### src/rtl/lcd3w_pkg.sv
package lcd3w_pkg;

    typedef enum logic [2:0] {
        PH_IDLE,
        PH_BIT_LO,
        PH_BIT_HI,
        PH_PARK,
        PH_ENA,
        PH_HOLD,
        PH_GAP
    } lcd3w_phase_e;

    typedef struct packed {
        lcd3w_phase_e ph;
        logic [7:0]   data;
        logic         rs;
        logic         nib;
        logic [1:0]   bidx;
        logic         sclk;
        logic         sdata;
        logic         en;
        logic         busy;
        logic         done;
    } lcd3w_state_t;

endpackage

### src/rtl/lcd3w_timer.sv
module lcd3w_timer #(
    parameter int CW = 8
) (
    input  logic          clk,
    input  logic          rst_n,
    input  logic          load,
    input  logic [CW-1:0] load_val,
    output logic          zero
);
    logic [CW-1:0] cnt_d, cnt_q;

    always_comb begin
        cnt_d = cnt_q;
        if (load)
            cnt_d = load_val;
        else if (cnt_q != '0)
            cnt_d = cnt_q - 1'b1;
    end

    always_ff @(posedge clk) begin
        if (!rst_n) cnt_q <= '0;
        else        cnt_q <= cnt_d;
    end

    assign zero = (cnt_q == '0);

    // the phase counter steps down by one per cycle when not reloaded
    assert_timer_step_R7: assert property (@(posedge clk) disable iff (!rst_n)
        (!load && cnt_q != '0) |=> (cnt_q == $past(cnt_q) - 1'b1));

endmodule

### src/rtl/lcd3w_bitsel.sv
module lcd3w_bitsel (
    input  logic [7:0] data,
    input  logic       nib,
    input  logic [1:0] bidx,
    output logic       bit_o
);
    logic [2:0] pos;

    // high nibble first, MSB first: k-th bit sent is data[7-k]
    assign pos   = 3'd7 - {nib, bidx};
    assign bit_o = data[pos];

endmodule

### src/rtl/lcd3w_writer.sv
module lcd3w_writer
    import lcd3w_pkg::*;
#(
    parameter int HALF_CYC = 4,
    parameter int EN_CYC   = 125,
    parameter int GAP_CYC  = 5000
) (
    input  logic       clk,
    input  logic       rst_n,
    input  logic       start,
    input  logic [7:0] din,
    input  logic       rs_in,
    output logic       busy,
    output logic       done,
    output logic       sdata_o,
    output logic       sclk_o,
    output logic       en_o
);
    localparam int MAXC = (GAP_CYC > EN_CYC) ?
                          ((GAP_CYC > HALF_CYC) ? GAP_CYC : HALF_CYC) :
                          ((EN_CYC > HALF_CYC) ? EN_CYC : HALF_CYC);
    localparam int CW = $clog2(MAXC + 1);
    localparam logic [CW-1:0] LD_HALF = CW'(HALF_CYC - 1);
    localparam logic [CW-1:0] LD_EN   = CW'(EN_CYC - 1);
    localparam logic [CW-1:0] LD_GAP  = CW'(GAP_CYC - 1);

    lcd3w_state_t  st_d, st_q;
    logic          tmr_load;
    logic [CW-1:0] tmr_val;
    logic          tmr_zero;
    logic [1:0]    nxt_idx;
    logic          nxt_bit;

    lcd3w_timer #(.CW(CW)) u_timer (
        .clk      (clk),
        .rst_n    (rst_n),
        .load     (tmr_load),
        .load_val (tmr_val),
        .zero     (tmr_zero)
    );

    assign nxt_idx = st_q.bidx + 2'd1;

    lcd3w_bitsel u_bitsel (
        .data  (st_q.data),
        .nib   (st_q.nib),
        .bidx  (nxt_idx),
        .bit_o (nxt_bit)
    );

    always_comb begin
        st_d      = st_q;
        st_d.done = 1'b0;
        tmr_load  = 1'b0;
        tmr_val   = LD_HALF;
        unique case (st_q.ph)
            PH_IDLE: begin
                if (start) begin
                    st_d.data  = din;
                    st_d.rs    = rs_in;
                    st_d.nib   = 1'b0;
                    st_d.bidx  = 2'd0;
                    st_d.sclk  = 1'b0;
                    st_d.sdata = din[7];
                    st_d.busy  = 1'b1;
                    st_d.ph    = PH_BIT_LO;
                    tmr_load   = 1'b1;
                end
            end
            PH_BIT_LO: begin
                if (tmr_zero) begin
                    st_d.sclk = 1'b1;
                    st_d.ph   = PH_BIT_HI;
                    tmr_load  = 1'b1;
                end
            end
            PH_BIT_HI: begin
                if (tmr_zero) begin
                    tmr_load = 1'b1;
                    if (st_q.bidx == 2'd3) begin
                        st_d.sclk = st_q.rs;
                        st_d.ph   = PH_PARK;
                    end else begin
                        st_d.bidx  = nxt_idx;
                        st_d.sclk  = 1'b0;
                        st_d.sdata = nxt_bit;
                        st_d.ph    = PH_BIT_LO;
                    end
                end
            end
            PH_PARK: begin
                if (tmr_zero) begin
                    st_d.en  = 1'b1;
                    st_d.ph  = PH_ENA;
                    tmr_load = 1'b1;
                    tmr_val  = LD_EN;
                end
            end
            PH_ENA: begin
                if (tmr_zero) begin
                    st_d.en  = 1'b0;
                    st_d.ph  = PH_HOLD;
                    tmr_load = 1'b1;
                end
            end
            PH_HOLD: begin
                if (tmr_zero) begin
                    tmr_load = 1'b1;
                    if (!st_q.nib) begin
                        st_d.nib   = 1'b1;
                        st_d.bidx  = 2'd0;
                        st_d.sclk  = 1'b0;
                        st_d.sdata = st_q.data[3];
                        st_d.ph    = PH_BIT_LO;
                    end else begin
                        st_d.ph = PH_GAP;
                        tmr_val = LD_GAP;
                    end
                end
            end
            PH_GAP: begin
                if (tmr_zero) begin
                    st_d.busy = 1'b0;
                    st_d.done = 1'b1;
                    st_d.ph   = PH_IDLE;
                end
            end
            default: st_d.ph = PH_IDLE;
        endcase
    end

    always_ff @(posedge clk) begin
        if (!rst_n) begin
            st_q       <= '0;
            st_q.ph    <= PH_IDLE;
            st_q.sclk  <= 1'b1;
        end else begin
            st_q <= st_d;
        end
    end

    assign busy    = st_q.busy;
    assign done    = st_q.done;
    assign sdata_o = st_q.sdata;
    assign sclk_o  = st_q.sclk;
    assign en_o    = st_q.en;

    // clock line sits at the register-select level throughout enable
    assert_park_level_R4: assert property (@(posedge clk) disable iff (!rst_n)
        en_o |-> (sclk_o == st_q.rs));

    // clock line does not move while enable stays high
    assert_sclk_steady_en_R4: assert property (@(posedge clk) disable iff (!rst_n)
        (en_o && $past(en_o)) |-> $stable(sclk_o));

    // serial data is frozen while the clock line stays high
    assert_data_steady_R6: assert property (@(posedge clk) disable iff (!rst_n)
        (sclk_o && $past(sclk_o)) |-> $stable(sdata_o));

    // enable only inside a transfer
    assert_en_in_busy_R5: assert property (@(posedge clk) disable iff (!rst_n)
        en_o |-> busy);

    // done is a single-cycle pulse marking the fall of busy
    assert_done_pulse_R7: assert property (@(posedge clk) disable iff (!rst_n)
        done |=> !done);
    assert_done_edge_R7: assert property (@(posedge clk) disable iff (!rst_n)
        $rose(done) |-> $fell(busy));

    // start while busy leaves the captured byte untouched
    assert_ignore_start_R8: assert property (@(posedge clk) disable iff (!rst_n)
        (busy && start) |=> $stable(st_q.data));

endmodule

### config.mk
export PLATFORM = sky130hd
export DESIGN_NAME = lcd3w_writer
export DESIGN_NICKNAME = d
export VERILOG_FILES = /design/src/rtl/lcd3w_pkg.sv /design/src/rtl/lcd3w_timer.sv /design/src/rtl/lcd3w_bitsel.sv /design/src/rtl/lcd3w_writer.sv
export SDC_FILE = /design/constraint.sdc
export NUM_CORES = 1
export LEC_CHECK = 0
export BUFFER_PORTS_ARGS = -buffer_cell sky130_fd_sc_hd__buf_4
export CAP_MARGIN = 15
export CELL_PAD_IN_SITES_DETAIL_PLACEMENT = 1
export CELL_PAD_IN_SITES_GLOBAL_PLACEMENT = 2
export CORE_ASPECT_RATIO = 1.75
export CORE_MARGIN = 5
export CORE_UTILIZATION = 30
export CTS_BUF_LIST = sky130_fd_sc_hd__clkbuf_8 sky130_fd_sc_hd__clkbuf_16
export DETAILED_ROUTE_END_ITERATION = 10
export GPL_TIMING_DRIVEN = 0
export PLACE_DENSITY = 0.66
export SLEW_MARGIN = 20
export SYNTH_ARGS = -nofsm -noshare
export SYNTH_HDL_FRONTEND = slang
export SYNTH_SLANG_ARGS = --single-unit
### constraint.sdc
create_clock -name clk -period 2.7 [get_ports clk]
set_clock_uncertainty 0.1 [all_clocks]
set_input_delay 0 -clock clk [delete_from_list [all_inputs] [get_ports clk]]
set_output_delay 0 -clock clk [all_outputs]
set_load 0.05 [all_outputs]
==> results of run 1 <==
==> registers in the layout, indices dropped and copies added, names as in the netlist <==
signal / cells
done: 1
sdata_o: 1
st_q: 15
sclk_o: 1
busy: 1
u_timer.cnt_q: 13
en_o: 1
==> cells in the final DEF (no fill, tap or decap), types with 2 or more instances in the layout <==
cell and count:
a211oi_1 3, o221ai_1 2, clkbuf_1 15, clkbuf_8 6
or4_4 2, o2111ai_1 2, nor2_1 9, nand3b_1 2
or4_1 4, nand3_1 6, a31oi_1 5, o31ai_1 2
or3b_2 2, a21oi_1 19, or3_1 4, o211ai_1 2
ha_1 3, nor2b_1 3, or2_2 2, nand2_1 35
o21ai_0 9, inv_1 6, a21o_1 2, nor3b_1 2
mux2_2 2, nor4_1 4, or4b_2 2, nor4b_1 2
mux2i_1 4, buf_4 15, xnor2_1 4, dfxtp_1 33
o21a_1 3, dlygate4sd3_1 9, nor3_1 7, o22ai_1 6
nand2b_1 2
==> kinds of logic (layout without fill, tap and decap cells) <==
logic type | count (synthesis) | after routing | synth area share [%]
AND/OR/NAND/NOR | 92 | 92 | 26.8
AO/OA/AOI/OAI | 66 | 66 | 23.4
flip-flops | 33 | 33 | 35.7
buffers and inverters | 23 | 55 | 5.13
multiplexers | 7 | 7 | 4.59
XOR/XNOR | 5 | 5 | 2.36
adder cells (fa/ha/maj) | 3 | 3 | 2.03
==> area by class of cell <==
class	instances	area (µm²)	area share, %
sequential	33	661	29.1
buffer	17	72.6	3.20
inverter	6	22.5	0.992
clock inverter	2	33.8	1.49
timing repair buffer	24	203	8.93
multi-input combinational	173	1100	48.3
tap	80	100	4.41
clock buffer	6	82.6	3.64
==> timing repair <==
action / in CTS / in global routing
hold endpoints to repair: 9 / 0
hold buffers: 9 / 0
setup endpoints to repair: 0 / 0
resized for setup: 0 / 0
==> worst max-delay path, cell delays in order, from the launching register on <==
cell	delay, ps
dfxtp_1	340
inv_1	100
ha_1	160
or4b_2	690
nor4_2	670
a211oi_1	120
a211oi_1	220
==> report_power, final <==
group	switching [µW]	leakage [µW]	total (µW)	internal (µW)
logic	700	0.000487	1140	438
registers	109	0.000271	708	599
clock network	199	0.0000626	496	297
total	1010	0.000820	2340	1330
==> metrics by stage <==
stage                     power [µW]  instance area [µm²]
after floorplan                 1520                 1850
after global placement          1860                 2060
after detailed placement        1860                 2060
after CTS                       2370                 2270
after global routing            2510                 2270
final                           2340                 2270
==> worst paths after layout <==
path,startpoint,end,slack (ps),cells past startpoint
min reg2reg,st_q[16],st_q[16],360,2
max,u_timer.cnt_q[0],u_timer.cnt_q[6],220,6
min,rst_n,u_timer.cnt_q[1],70,3
max reg2reg,u_timer.cnt_q[0],u_timer.cnt_q[6],220,6
==> routing by layer <==
layer  up-vias  share of wire [%]
met4         0                2.2
met2        22                 59
met3         9                1.6
met1       859                 37
li1        912                  -
met5         -                  0
==> impl_metrics.json, run 1 <==
{
  "cts_buffers": 5,
  "yosys-top-cells-count": "nand2_1, dfxtp_1, a21oi_1, clkbuf_1",
  "ys_warn_count": 0,
  "worstMarginPinSlew_ps": 786,
  "required_ps": 2810,
  "start_util_pct": 30.4,
  "cts_root_buf": "clkbuf_8",
  "end_kind": "register",
  "fin_util_pct": 37.3,
  "ios": 17,
  "maxCapViolCount": 0,
  "path_class": "register to register",
  "synthToLayoutAreaGrowth_pct": 22.6,
  "wirelength_um": 6260,
  "synth_area_mm2": 0.00185,
  "grt_pass1_vias": 1906,
  "fin_ws_ps": 222,
  "slew_violations": 0,
  "dieWidth_um": 69.4,
  "yosysSeqAreaShare_pct": 35.7,
  "outcome": "finished, final reports clean",
  "grtUsageMet3_pct": 2.38,
  "port_buffers": 15,
  "grt_start_max_net_pins": 11,
  "clk-insertion-delay-late_ps": 290,
  "htree_num_levels": 2,
  "fp.dieArea_mm2": 0.00791,
  "drc_errors": 0,
  "powerDensity_mw_per_mm2": 1030,
  "synth-seq-cells": 33,
  "grt_util_met2_pct": 35.3,
  "cts_setup_buffers": 0,
  "antenna_found_initial": 0,
  "fill_cells": 772,
  "met1_usage_pct": 16.0,
  "grt_remaining_overflow": 0,
  "hold_slack_ps": 66.1,
  "synth.area.top_cells": "dfxtp_1, nand2_1, a21oi_1, clkbuf_1, o21ai_0",
  "antenna_left": 0,
  "yosys_most_used_dff": "dfxtp_1",
  "top_usage_layer": "met2",
  "timing.slew.headroom_pct": 47.1,
  "wl_per_cell_um": 18.3,
  "final_nets": 275,
  "drive_above_1_share_pct": 14.6,
  "n_antenna_cell": 0,
  "gp_congestion": 0.852,
  "crit_fanout": 6,
  "fp.dieH_um": 114,
  "drtPass1Iterations": 4,
  "cts.sinks": 33,
  "synth_edf_count": 0,
  "async_flop_share_pct": 0,
  "finalSetupViolCount": 0,
  "grt_pass1_wl_um": 10200,
  "ir_drop_uv": 354,
  "hp-class": "input port to register",
  "hold_violations": 0,
  "core-area_mm2": 0.00609,
  "synthCells": 229,
  "syn_avg_cell_area_um2": 8.09,
  "synth_most_common_cell": "nand2_1",
  "fmax_ghz": 0.404,
  "synth_top_area_cell": "dfxtp_1",
  "drt_iter0_markers": 42,
  "dp_cells": 324,
  "track_usage_pct": 16.9,
  "dp_hpwl_um": 4790,
  "yosysUniqueCellTypes": 54,
  "cts_tree": "done",
  "startpoint_type": "register",
  "clk_path_buf_depth": 2,
  "synth_top_area_share_pct": 35.7,
  "cp.arrival_ps": 2590,
  "dr_total_vias": 1802,
  "fin_cells": 341,
  "via_per_inst": 5.28,
  "num_rows": 38,
  "pre_cts_ws_ps": 226,
  "finalCritPeriodShare_pct": 91.8,
  "p_leak_uw": 0.000820,
  "rsz0062_at_grt": "false",
  "path_clk_slew_ps": 70,
  "post-route-min-period_ps": 2480,
  "fin_tns_setup_ps": 0,
  "synth_nets": 244
}
Power figures use the tool's default switching activity.
==> run 2, diff against run 1 <==
Settings changed: CORE_UTILIZATION 30 to 35, PLACE_DENSITY 0.66 to 0.75.
==> run 2 against run 1 <==
Routed wire length is 4.4% lower. Global-route usage increased by 1.9 points. Sequential power about the same. Sequential share of layout area rose by 0.61 points. Final cell count down 7.3%. Sequential cell count unchanged. Combinational power barely moved. Critical path type unchanged.
==> impl_metrics.json, run 2 (synthesized netlist as in run 1, its figures left out) <==
{
  "outcome": "finished, final reports clean",
  "top_register": "st_q",
  "drt_iter0_markers": 47,
  "powerDensity_mw_per_mm2": 1010,
  "min-delay-start": "rst_n",
  "fin_ws_ps": 187,
  "worstMarginPinSlew_ps": 871,
  "hp-class": "input port to register",
  "end_kind": "register",
  "antenna_left": 0,
  "p_leak_uw": 0.000812,
  "wirelength_um": 5980,
  "drive_above_1_share_pct": 14.9,
  "cts_setup_buffers": 0,
  "finalSetupViolCount": 0,
  "n_antenna_cell": 0,
  "crit_fanout": 10,
  "drtPass1Iterations": 4,
  "drc_errors": 0,
  "slew_violations": 0,
  "slowest_stage": "nor4b_1",
  "dp_cells": 299,
  "fp.dieArea_mm2": 0.00690,
  "grt_pass1_vias": 1896,
  "fmax_ghz": 0.398,
  "r2r-start": "u_timer.cnt_q[0]",
  "start_util_pct": 35.5,
  "critical_path_buf_inv_count": 2,
  "cts_buffers": 5,
  "final_nets": 275,
  "grt_remaining_overflow": 0,
  "finalCritPeriodShare_pct": 93.1,
  "timing.slew.headroom_pct": 41.4,
  "dp_hpwl_um": 4500,
  "largest_reg_flops": 15,
  "fill_cells": 635,
  "grt_start_max_net_pins": 11,
  "port_buffers": 15,
  "synthToLayoutAreaGrowth_pct": 20.1,
  "path_class": "register to register",
  "ir_drop_uv": 295,
  "fp.dieH_um": 106,
  "cpPeakStageDelay_ps": 580,
  "cts_tree": "done",
  "clk_path_buf_depth": 2,
  "startpoint": "u_timer.cnt_q[0]",
  "fin_cells": 316,
  "wl_per_cell_um": 18.9,
  "track_usage_pct": 18.8,
  "hold_slack_ps": 82.0,
  "grt_pass1_wl_um": 9900,
  "dieWidth_um": 65.0,
  "cp_top_family": "simple AND/OR/NAND/NOR gates",
  "cts_resized": 0,
  "cp.arrival_ps": 2570,
  "via_per_inst": 5.83,
  "fin_util_pct": 42.7,
  "ios": 17,
  "path_clk_slew_ps": 70,
  "htree_num_levels": 2,
  "core-area_mm2": 0.00521,
  "rsz0062_at_grt": "false",
  "num_rows": 35,
  "pre_cts_ws_ps": 133,
  "startpoint_type": "register",
  "reg_top3": "st_q (15), u_timer.cnt_q (13)",
  "required_ps": 2750,
  "fin_tns_setup_ps": 0,
  "clk-insertion-delay-late_ps": 290,
  "hold_violations": 0,
  "path_cells": "inv_1 > ha_1 > nor4b_1 > nand3_1 > clkbuf_1 > nor4_1 > o22ai_1",
  "reg2reg_setup_slack_ps": 190,
  "most-common-layout-cells": "nand2_1, dfxtp_1, a21oi_1, clkbuf_1, buf_4",
  "maxCapViolCount": 0,
  "final_common_cell": "nand2_1",
  "cts.sinks": 33,
  "gp_congestion": 0.804,
  "cts_root_buf": "clkbuf_8",
  "dr_total_vias": 1842,
  "antenna_found_initial": 0,
  "post-route-min-period_ps": 2510
}
## run 2: cell count changes in the layout (fill, tap and decap cells not counted)
cell and change:
clkbuf_8 +1, bufinv_16 -1, clkinv_2 +1, inv_1 -1
## run 2: area by class of cell
cell class                 instances  area, µm²  area share, %
tap                               55       68.8           3.09
timing repair buffer              24        203           9.11
sequential                        33        661           29.7
multi-input combinational        173       1100           49.3
clock inverter                     1       5.00          0.225
buffer                            17       72.6           3.26
clock buffer                       7       96.3           4.33
inverter                           6       22.5           1.01
## run 2: through the flow
stage / total power, µW / area, µm²
after floorplan: 1520 / 1850
after global placement: 1820 / 2030
after detailed placement: 1840 / 2030
after CTS: 2280 / 2220
after global routing: 2440 / 2220
final: 2260 / 2220
## run 2: worst paths after layout
| kind | endpoint | cells past startpoint |
|---|---|---|
| hold reg to reg | st_q[14] | 2 |
| setup / recovery | busy | 7 |
| hold / removal | u_timer.cnt_q[1] | 3 |
| setup reg to reg | busy | 7 |
## run 2: worst register-to-register path: cells and delay by family (launching register included)
kind                       cells  cell delay, ps
and+or+nand+nor                3            1220
buffers and inverters          2             430
DFF                            1             340
adders and majority gates      1             160
AOI/OAI and AO/OA              1             140
## run 2: metal layers
| layer | vias to the layer above | global-route usage (%) | share of wire [%] | wire, µm |
|---|---|---|---|---|
| met5 | - | 0 | 0 | 0 |
| met3 | 8 | 2.22 | 2.1 | 128 |
| met2 | 29 | 36.5 | 57 | 3430 |
| li1 | 913 | - | - | - |
| met4 | 0 | 5.90 | 1.5 | 90 |
| met1 | 892 | 20.4 | 39 | 2340 |
## run 2: power by group
group,switching (µW),internal [µW],leakage [µW],total [µW]
Clock,191,231,0.0000542,422
Combinational,686,438,0.000487,1120
Sequential,111,599,0.000271,710
## run 2: timing repair
action                                 4_1_cts  5_1_grt
setup endpoints to repair                    0        0
endpoints found under the hold margin        9        0
hold buffers                                 9        0
==> run 3, diff against run 2 <==
Settings changed: BUFFER_PORTS_ARGS -buffer_cell sky130_fd_sc_hd__buf_4 to unset, CORE_UTILIZATION 35 to 37, DONT_BUFFER_PORTS set to 1, PLACE_DENSITY 0.75 to 0.74.
==> run 3 against run 2 <==
Total power is 1.9% higher. Setup slack worse by 24 ps. Clock power rose by 15%. First-iteration DRC count is 11% lower. Largest cell class unchanged. Routed wire length rose by 0.64%. Hold slack worse by 73 ps. Core utilization increased by 0.52 points. Sequential cell count stayed put. Combinational power shrank 6%. Register-to-register slack got worse by 20 ps. Clock-buffer cell count is 1 lower.
==> impl_metrics.json, run 3 (synthesized netlist as in run 1, its figures left out) <==
{
  "timing.slew.headroom_pct": 43.6,
  "startpoint": "u_timer.cnt_q[4]",
  "r2r_cells": 5,
  "start_util_pct": 37.5,
  "rsz0062_at_grt": "false",
  "cts.sinks": 33,
  "dieWidth_um": 63.5,
  "fmax_ghz": 0.394,
  "wl_per_cell_um": 20.1,
  "required_ps": 2740,
  "cp_top_family": "simple AND/OR/NAND/NOR gates",
  "via_per_inst": 6.02,
  "reg_top3": "st_q (15), u_timer.cnt_q (13)",
  "seqCellArea_um2": 661,
  "finalSetupViolCount": 0,
  "drc_errors": 0,
  "crit_fanout": 10,
  "dp_hpwl_um": 4750,
  "ios": 17,
  "clk_path_buf_depth": 2,
  "grt_pass1_wl_um": 9830,
  "final_nets": 260,
  "fin_tns_setup_ps": 0,
  "post-route-min-period_ps": 2540,
  "multiInputGateArea_mm2": 0.00110,
  "final_common_cell": "nand2_1",
  "cts_root_buf": "clkbuf_8",
  "powerDensity_mw_per_mm2": 1080,
  "finalCritPeriodShare_pct": 94.0,
  "cp.arrival_ps": 2580,
  "end_kind": "register",
  "fp.dieH_um": 104,
  "fp.dieArea_mm2": 0.00658,
  "p_total_uw": 2300,
  "most-common-layout-cells": "nand2_1, dfxtp_1, a21oi_1, clkbuf_1",
  "maxCapViolCount": 0,
  "critical_path_buf_inv_count": 1,
  "r2r-start": "u_timer.cnt_q[4]",
  "htree_num_levels": 2,
  "min-delay-start": "start",
  "cpMostUsedCell": "nor4_1",
  "grt_start_max_net_pins": 11,
  "n_antenna_cell": 0,
  "fill_cells": 595,
  "wirelength_um": 6020,
  "hold_slack_ps": 8.82,
  "synthToLayoutAreaGrowth_pct": 15.1,
  "drt_iter0_markers": 42,
  "drtPass1Iterations": 4,
  "startpoint_type": "register",
  "hold_depth": 3,
  "path_cells": "nor4_1 > nand3_1 > clkbuf_1 > nor4_1 > o22ai_1",
  "antenna_left": 0,
  "cpPeakStageDelay_ps": 760,
  "port_buffers": 0,
  "grt_remaining_overflow": 0,
  "grt_pass1_vias": 1939,
  "top_register": "st_q",
  "core-area_mm2": 0.00493,
  "antenna_found_initial": 0,
  "ir_drop_uv": 566,
  "drive_above_1_share_pct": 9.76,
  "cts_tree": "done",
  "hp-class": "input port to register",
  "largest_reg_flops": 15,
  "clk-insertion-delay-late_ps": 290,
  "slew_violations": 0,
  "path_class": "register to register",
  "worstMarginPinSlew_ps": 838,
  "track_usage_pct": 18.6,
  "cp.depth": 5,
  "outcome": "finished, final reports clean",
  "slowest_stage": "nor4_1",
  "gp_congestion": 0.818,
  "path_clk_slew_ps": 80,
  "p_leak_uw": 0.000749,
  "pre_cts_ws_ps": 131,
  "dr_total_vias": 1807,
  "hold_violations": 0,
  "num_rows": 34,
  "cts_buffers": 5,
  "fin_util_pct": 43.2,
  "fin_ws_ps": 163
}
run 3: changes by cell type in the layout (fill, tap and decap cells not counted), sizes merged:
cell / before / now
bufinv: 0 / 1
buf: 17 / 2
clkinv: 2 / 1
clkbuf: 22 / 21
inv: 5 / 6
run 3: timing repair:
item	in CTS	in global routing
buffers inserted	0	0
hold buffers	9	0
setup endpoints to repair	0	1
resized for setup	0	1
hold endpoints to repair	9	0
run 3: layout make-up:
class / count / area share [%]
inverters: 6 / 1.06
repair buffers: 9 / 4.23
clock inverters: 2 / 1.58
well taps: 54 / 3.17
plain buffers: 17 / 3.40
multi-input cells: 173 / 51.7
flip-flops and latches: 33 / 31.0
clock buffers: 6 / 3.87
run 3: per-stage QoR:
stage          cell area, µm²  std cells
3_5_place_dp             1920        283
4_1_cts                  2130        300
5_1_grt                  2130        300
2_1_floorplan            1850        229
3_3_place_gp             1920        283
6_report                 2130        300
run 3: worst paths after layout:
kind	endpoint	slack [ps]
worst max-delay path	busy	160
worst min-delay path	sclk_o	9
worst max register to register	busy	160
worst min register to register	st_q[11]	360
run 3: where the power goes:
group	internal [µW]	switching [µW]
sequential	599	165
combinational	416	632
clock	297	190
run 3: worst min-delay path, stage by stage:
cell and delay (ps):
or3_1 80, o211a_1 160, a41oi_1 100
run 3: routing by layer:
layer | vias up | global-route usage, % | share of wire [%]
li1 | 879 | - | -
met1 | 887 | 18.6 | 37
met2 | 26 | 36.6 | 57
met3 | 15 | 3.14 | 2.4
met4 | 0 | 6.54 | 3.3
met5 | - | 0 | 0
